<file path="config.mk">
export PLATFORM = sky130hd
export DESIGN_NAME = shutter_cfg_port
export DESIGN_NICKNAME = d
export VERILOG_FILES = /design/src/rtl/shcfg_pkg.sv /design/src/rtl/shcfg_sync_edge.sv /design/src/rtl/shcfg_shift_hold.sv /design/src/rtl/shcfg_commit_ctrl.sv /design/src/rtl/shutter_cfg_port.sv
export SDC_FILE = /design/constraint.sdc
export NUM_CORES = 1
export LEC_CHECK = 0
export BUFFER_PORTS_ARGS = -buffer_cell sky130_fd_sc_hd__buf_2
export CORE_MARGIN = 2
export CORE_UTILIZATION = 57
export DETAILED_ROUTE_END_ITERATION = 16
export PLACE_DENSITY_LB_ADDON = 0.25
export SYNTH_ARGS = -nofsm -noshare
export SYNTH_HDL_FRONTEND = slang
export SYNTH_SLANG_ARGS = --single-unit
</file>
<file path="constraint.sdc">
create_clock -name clk -period 1.7 [get_ports clk]
set_input_delay 0.255 -clock clk [delete_from_list [all_inputs] [get_ports clk]]
set_output_delay 0.255 -clock clk [all_outputs]
set_load 0.05 [all_outputs]
</file>
<file path="src/rtl/shcfg_pkg.sv">
package shcfg_pkg;
  localparam int SPD_W  = 9;
  localparam int MODE_W = 2;
  localparam int PH_W   = 2;
  localparam int WORD_W = SPD_W + MODE_W + 4 * PH_W;

  // Packed from MSB to LSB, so spd occupies the lowest word bits.
  typedef struct packed {
    logic [PH_W-1:0]   feed;
    logic [PH_W-1:0]   hold;
    logic [PH_W-1:0]   clamp;
    logic [PH_W-1:0]   rst;
    logic [MODE_W-1:0] mode;
    logic [SPD_W-1:0]  spd;
  } cfg_word_t;

  // First bit sent ends up in bit 0 after WORD_W shifts.
  function automatic logic [WORD_W-1:0] shift_in(input logic [WORD_W-1:0] sr,
                                                 input logic b);
    return {b, sr[WORD_W-1:1]};
  endfunction

  function automatic cfg_word_t to_fields(input logic [WORD_W-1:0] w);
    return cfg_word_t'(w);
  endfunction
endpackage

</file>
<file path="src/rtl/shcfg_sync_edge.sv">
module shcfg_sync_edge #(
  parameter int  STAGES  = 2,
  parameter logic RST_VAL = 1'b1
) (
  input  logic clk,
  input  logic rst_n,
  input  logic async_in,
  output logic level,
  output logic rise
);
  logic [STAGES:0] q;

  always_ff @(posedge clk or negedge rst_n) begin
    if (!rst_n) q <= {(STAGES+1){RST_VAL}};
    else        q <= {q[STAGES-1:0], async_in};
  end

  assign level = q[STAGES-1];
  assign rise  = q[STAGES-1] & ~q[STAGES];
endmodule

</file>
<file path="src/rtl/shcfg_shift_hold.sv">
module shcfg_shift_hold
  import shcfg_pkg::*;
(
  input  logic      clk,
  input  logic      rst_n,
  input  logic      shift_en,
  input  logic      bit_in,
  input  logic      capture,
  output cfg_word_t held
);
  logic [WORD_W-1:0] sr;

  always_ff @(posedge clk or negedge rst_n) begin
    if (!rst_n) begin
      sr   <= '0;
      held <= '0;
    end else begin
      if (shift_en) sr <= shift_in(sr, bit_in);
      if (capture)  held <= to_fields(sr);
    end
  end
endmodule

</file>
<file path="src/rtl/shcfg_commit_ctrl.sv">
module shcfg_commit_ctrl
  import shcfg_pkg::*;
(
  input  logic              clk,
  input  logic              rst_n,
  input  logic              new_word,
  input  logic              line_evt,
  input  logic              rd_active,
  input  logic [SPD_W-1:0]  held_spd,
  input  logic [MODE_W-1:0] held_mode,
  output logic [SPD_W-1:0]  spd_act,
  output logic [MODE_W-1:0] mode_act,
  output logic              pend,
  output logic              step
);
  logic qual_line;
  assign qual_line = line_evt & rd_active & pend;

  always_ff @(posedge clk or negedge rst_n) begin
    if (!rst_n) begin
      spd_act  <= '0;
      mode_act <= '0;
      pend     <= 1'b0;
      step     <= 1'b0;
    end else if (new_word) begin
      pend <= 1'b1;
      step <= 1'b0;
    end else if (qual_line) begin
      if (!step) begin
        mode_act <= held_mode;
        step     <= 1'b1;
      end else begin
        spd_act <= held_spd;
        step    <= 1'b0;
        pend    <= 1'b0;
      end
    end
  end
endmodule

</file>
<file path="src/rtl/shutter_cfg_port.sv">
module shutter_cfg_port
  import shcfg_pkg::*;
#(
  parameter int SYNC_STAGES = 2
) (
  input  logic              clk,
  input  logic              rst_n,
  input  logic              ser_clk,
  input  logic              ser_dat,
  input  logic              ser_stb,
  input  logic              h_ref,
  input  logic              rd_active,
  output logic [SPD_W-1:0]  shutter_speed,
  output logic [MODE_W-1:0] shutter_mode,
  output logic [PH_W-1:0]   ph_reset,
  output logic [PH_W-1:0]   ph_clamp,
  output logic [PH_W-1:0]   ph_hold,
  output logic [PH_W-1:0]   ph_feed
);
  localparam int N_SER = 3;

  logic [N_SER-1:0] ser_raw, ser_lvl, ser_rise;
  assign ser_raw = {ser_stb, ser_dat, ser_clk};

  for (genvar i = 0; i < N_SER; i++) begin : g_sync
    shcfg_sync_edge #(.STAGES(SYNC_STAGES), .RST_VAL(1'b1)) u_sync (
      .clk     (clk),
      .rst_n   (rst_n),
      .async_in(ser_raw[i]),
      .level   (ser_lvl[i]),
      .rise    (ser_rise[i])
    );
  end

  // Named events for the checker
  logic shift_evt, stb_evt, line_evt, h_ref_q, stb_d;
  logic pend_q, commit_step;
  cfg_word_t held;

  assign shift_evt = ser_rise[0];
  assign stb_evt   = ser_rise[2];

  always_ff @(posedge clk or negedge rst_n) begin
    if (!rst_n) h_ref_q <= 1'b0;
    else        h_ref_q <= h_ref;
  end
  assign line_evt = h_ref & ~h_ref_q;

  shcfg_shift_hold u_sh (
    .clk     (clk),
    .rst_n   (rst_n),
    .shift_en(shift_evt),
    .bit_in  (ser_lvl[1]),
    .capture (stb_evt),
    .held    (held)
  );

  shcfg_commit_ctrl u_cc (
    .clk      (clk),
    .rst_n    (rst_n),
    .new_word (stb_evt),
    .line_evt (line_evt),
    .rd_active(rd_active),
    .held_spd (held.spd),
    .held_mode(held.mode),
    .spd_act  (shutter_speed),
    .mode_act (shutter_mode),
    .pend     (pend_q),
    .step     (commit_step)
  );

  // Phase fields follow the held word one clock after it loads
  always_ff @(posedge clk or negedge rst_n) begin
    if (!rst_n) begin
      stb_d    <= 1'b0;
      ph_reset <= '0;
      ph_clamp <= '0;
      ph_hold  <= '0;
      ph_feed  <= '0;
    end else begin
      stb_d <= stb_evt;
      if (stb_d) begin
        ph_reset <= held.rst;
        ph_clamp <= held.clamp;
        ph_hold  <= held.hold;
        ph_feed  <= held.feed;
      end
    end
  end
endmodule

</file>
==> out/qor.yml <==
run_status:
  status: "finished clean"
synth:
  yosysSeqAreaShare: 0.6947
  avgSynthCellArea_um2: 13.81
  synth_area_leaders: "dfrtp_1, mux2_2, nand2_1, dfstp_2, buf_2"
  synth_nets: 188
  ys_seq_elements: 69
  yosysTopAreaCell: "dfrtp_1"
  netlist_area_mm2: 0.002500
  syn_inst: 181
  ys_types: 15
  ys_warn_count: 0
  yosys.area.top_type_share: 0.6106
global_route:
  grt_max_degree: 70
  grt_pass1_vias: 1442
  grt_pass1_wl_mm: 6.637
  grt_use_total: 0.1769
  antenna_found_initial: 0
  grt-ovfl-total: 0
sta:
  drv_slew: 0
  tightest_slew_ns: 0.3489
  finalCritPeriodShare: 0.8961
  setup_violations: 0
  post-route-min-period_ns: 1.523
  fin_setup_tns_ns: 0
  clock.fmax_mhz: 656.4
  rsz0062_at_grt: "no"
  worst_slack_ns: 0.1766
  hold_violations: 0
  fin_hold_ws_ns: 0.02470
  fin_skew_ns: 0.008767
  relSlewSlack: 0.7674
clocking:
  root_buffer: "clkbuf_8"
  clock-sinks: 69
  cts_inserted_buffers: 9
  cts_tree: "yes"
  cts_buffer_depth: 2
  clk_latency_ns: 0.33
  cts_max_level: 3
  cts_setup_buffers: 0
  path_clk_slew_ns: 0.06
worst_hold_path:
  min_path_cells: 1
  hp-class: "input port to flip-flop"
  min-delay-start: "ser_dat"
  hold_end: "g_sync[1].u_sync.q[0]"
cells_and_area:
  final_nets: 225
  drive_above_1_share: 0.4081
  area_growth_pct: 15.72
  diodes: 0
  fin_area_mm2: 0.002893
  final_util: 0.6737
critical_path:
  path_max_fanout: 4
  crit_path_start_kind: "flip-flop"
  rrSetupSlack_ns: 0.18
  endpoint_kind: "flip-flop"
  r2r-end: "u_cc.mode_act[1]"
  path_class: "flip-flop to flip-flop"
  cp.arrival_ns: 1.73
  r2r-start: "g_sync[2].u_sync.q[2]"
  ff2ff_path_depth: 4
  cp.required_ns: 1.91
route:
  vias: 1374
  dr.pass1.iters: 4
  totalWireLength_mm: 3.696
  route.detailed.drc: 0
  drtAntennaViolNets: 0
  drt_iter0_drc: 107
  wl_per_cell_um: 13.44
  vias_per_cell: 4.996
place:
  place_ws_ns: 0.1724
  post_dp_cell_area_mm2: 0.002700
  gp_congestion: 0.7530
  numPortBuffers: 25
  dp_hpwl_mm: 2.426
floorplanning:
  ios: 26
  rows: 24
  core_area_mm2: 0.004294
  fp.dieH_um: 70.23
  dieArea_mm2: 0.004932
  start_util: 0.5822
  die_w_um: 70.23
pwr:
  ir_drop_mv: 0.9201
  p_per_area_mw_per_mm2: 1529
  power_leakage_nw: 1.498
flow_run:
  cap_violations: 0
[synthesized netlist by cell type]
cell      count
nor3b_2       1
dfstp_2       8
xnor2_1       1
dfrtp_1      61
clkbuf_1      1
buf_2         5
nand2_1      58
buf_6         1
nand3_4       1
and4b_2       1
nand2b_1      2
nor2_1        1
inv_1         1
a21o_1        1
mux2_2       38
[per-stage QoR]
stage | total power, mW | cells
after floorplan | 3.063 | 181
after global placement | 3.292 | 256
after detailed placement | 3.362 | 256
after CTS | 4.486 | 273
after global routing | 4.673 | 275
final | 4.424 | 275
[worst max-delay path: stages (launching register included)]
cell      delay, ns
dfstp_2        0.51
nand2b_1       0.20
inv_1          0.10
nor3b_2        0.23
mux2_2         0.36
[layout make-up]
cell class | count | area [um^2]
sequential | 69 | 1737
fill | 306 | 1401
multi-input combinational | 104 | 719.4
timing repair buffer | 33 | 205.2
clock buffer | 14 | 152.6
tap | 52 | 65.06
clock inverter | 2 | 10.01
inverter | 1 | 3.754
[cells by family (layout without fill, tap and decap cells)]
kind of cell,after synthesis,count (layout),share of synthesized area
compound gates,1,1,0.003004
flops,69,69,0.6947
mux,38,38,0.1712
simple gates,64,64,0.1101
buf+inv,8,50,0.01751
xor+xnor,1,1,0.003504
[per-layer routing]
metal,GRT usage,share of wire,vias up
met5,0,0,-
met4,0.07051,0.013,0
met3,0.06061,0.048,6
met2,0.2621,0.47,32
met1,0.2425,0.47,667
li1,-,-,669
[cell usage in the layout, fill, tap and decap left out, drive strengths merged]
| master | Yosys | final |
|---|---|---|
| buf | 6 | 30 |
| inv | 1 | 1 |
| nor2 | 1 | 1 |
| and4b | 1 | 1 |
| dlygate4sd3 | 0 | 3 |
| nand3 | 1 | 1 |
| xnor2 | 1 | 1 |
| a21o | 1 | 1 |
| clkbuf | 1 | 14 |
| nand2 | 58 | 58 |
| dfrtp | 61 | 61 |
| nand2b | 2 | 2 |
| nor3b | 1 | 1 |
| clkinv | 0 | 2 |
| mux2 | 38 | 38 |
| dfstp | 8 | 8 |
[worst max path at each step]
| stage | end | cells after the start | slack (ns) | start |
|---|---|---|---|---|
| 3_3_place_gp | u_cc.mode_act[1] | 4 | 0.25 | g_sync[2].u_sync.q[2] |
| 3_5_place_dp | u_cc.mode_act[0] | 4 | 0.17 | g_sync[2].u_sync.q[2] |
| 6_report | u_cc.mode_act[1] | 4 | 0.18 | g_sync[2].u_sync.q[2] |
| 5_1_grt | u_cc.mode_act[1] | 4 | 0.09 | g_sync[2].u_sync.q[2] |
| 4_1_cts | u_cc.mode_act[0] | 4 | 0.16 | g_sync[2].u_sync.q[2] |
| 2_1_floorplan | u_cc.mode_act[0] | 4 | 0.29 | g_sync[2].u_sync.q[2] |
[power by group]
part	switching, mW	internal [mW]
logic	0.623	0.368
registers	0.257	2.07
clock network	0.537	0.567
total	1.42	3.01
[sequential cells by signal (all words and copies together) (netlist names), 2 cells and up]
name / count
u_cc.mode_act: 2
u_cc.spd_act: 9
u_sh.sr: 19
g_sync.u_sync.q: 8
ph_clamp: 2
ph_feed: 2
ph_reset: 2
ph_hold: 2
u_sh.held: 19
[timing repair]
item,4_1_cts,5_1_grt
resized for setup,0,0
hold buffers,1,2
endpoints found under the hold margin,61,2
Note: power is estimated with default switching activity, not from simulation.
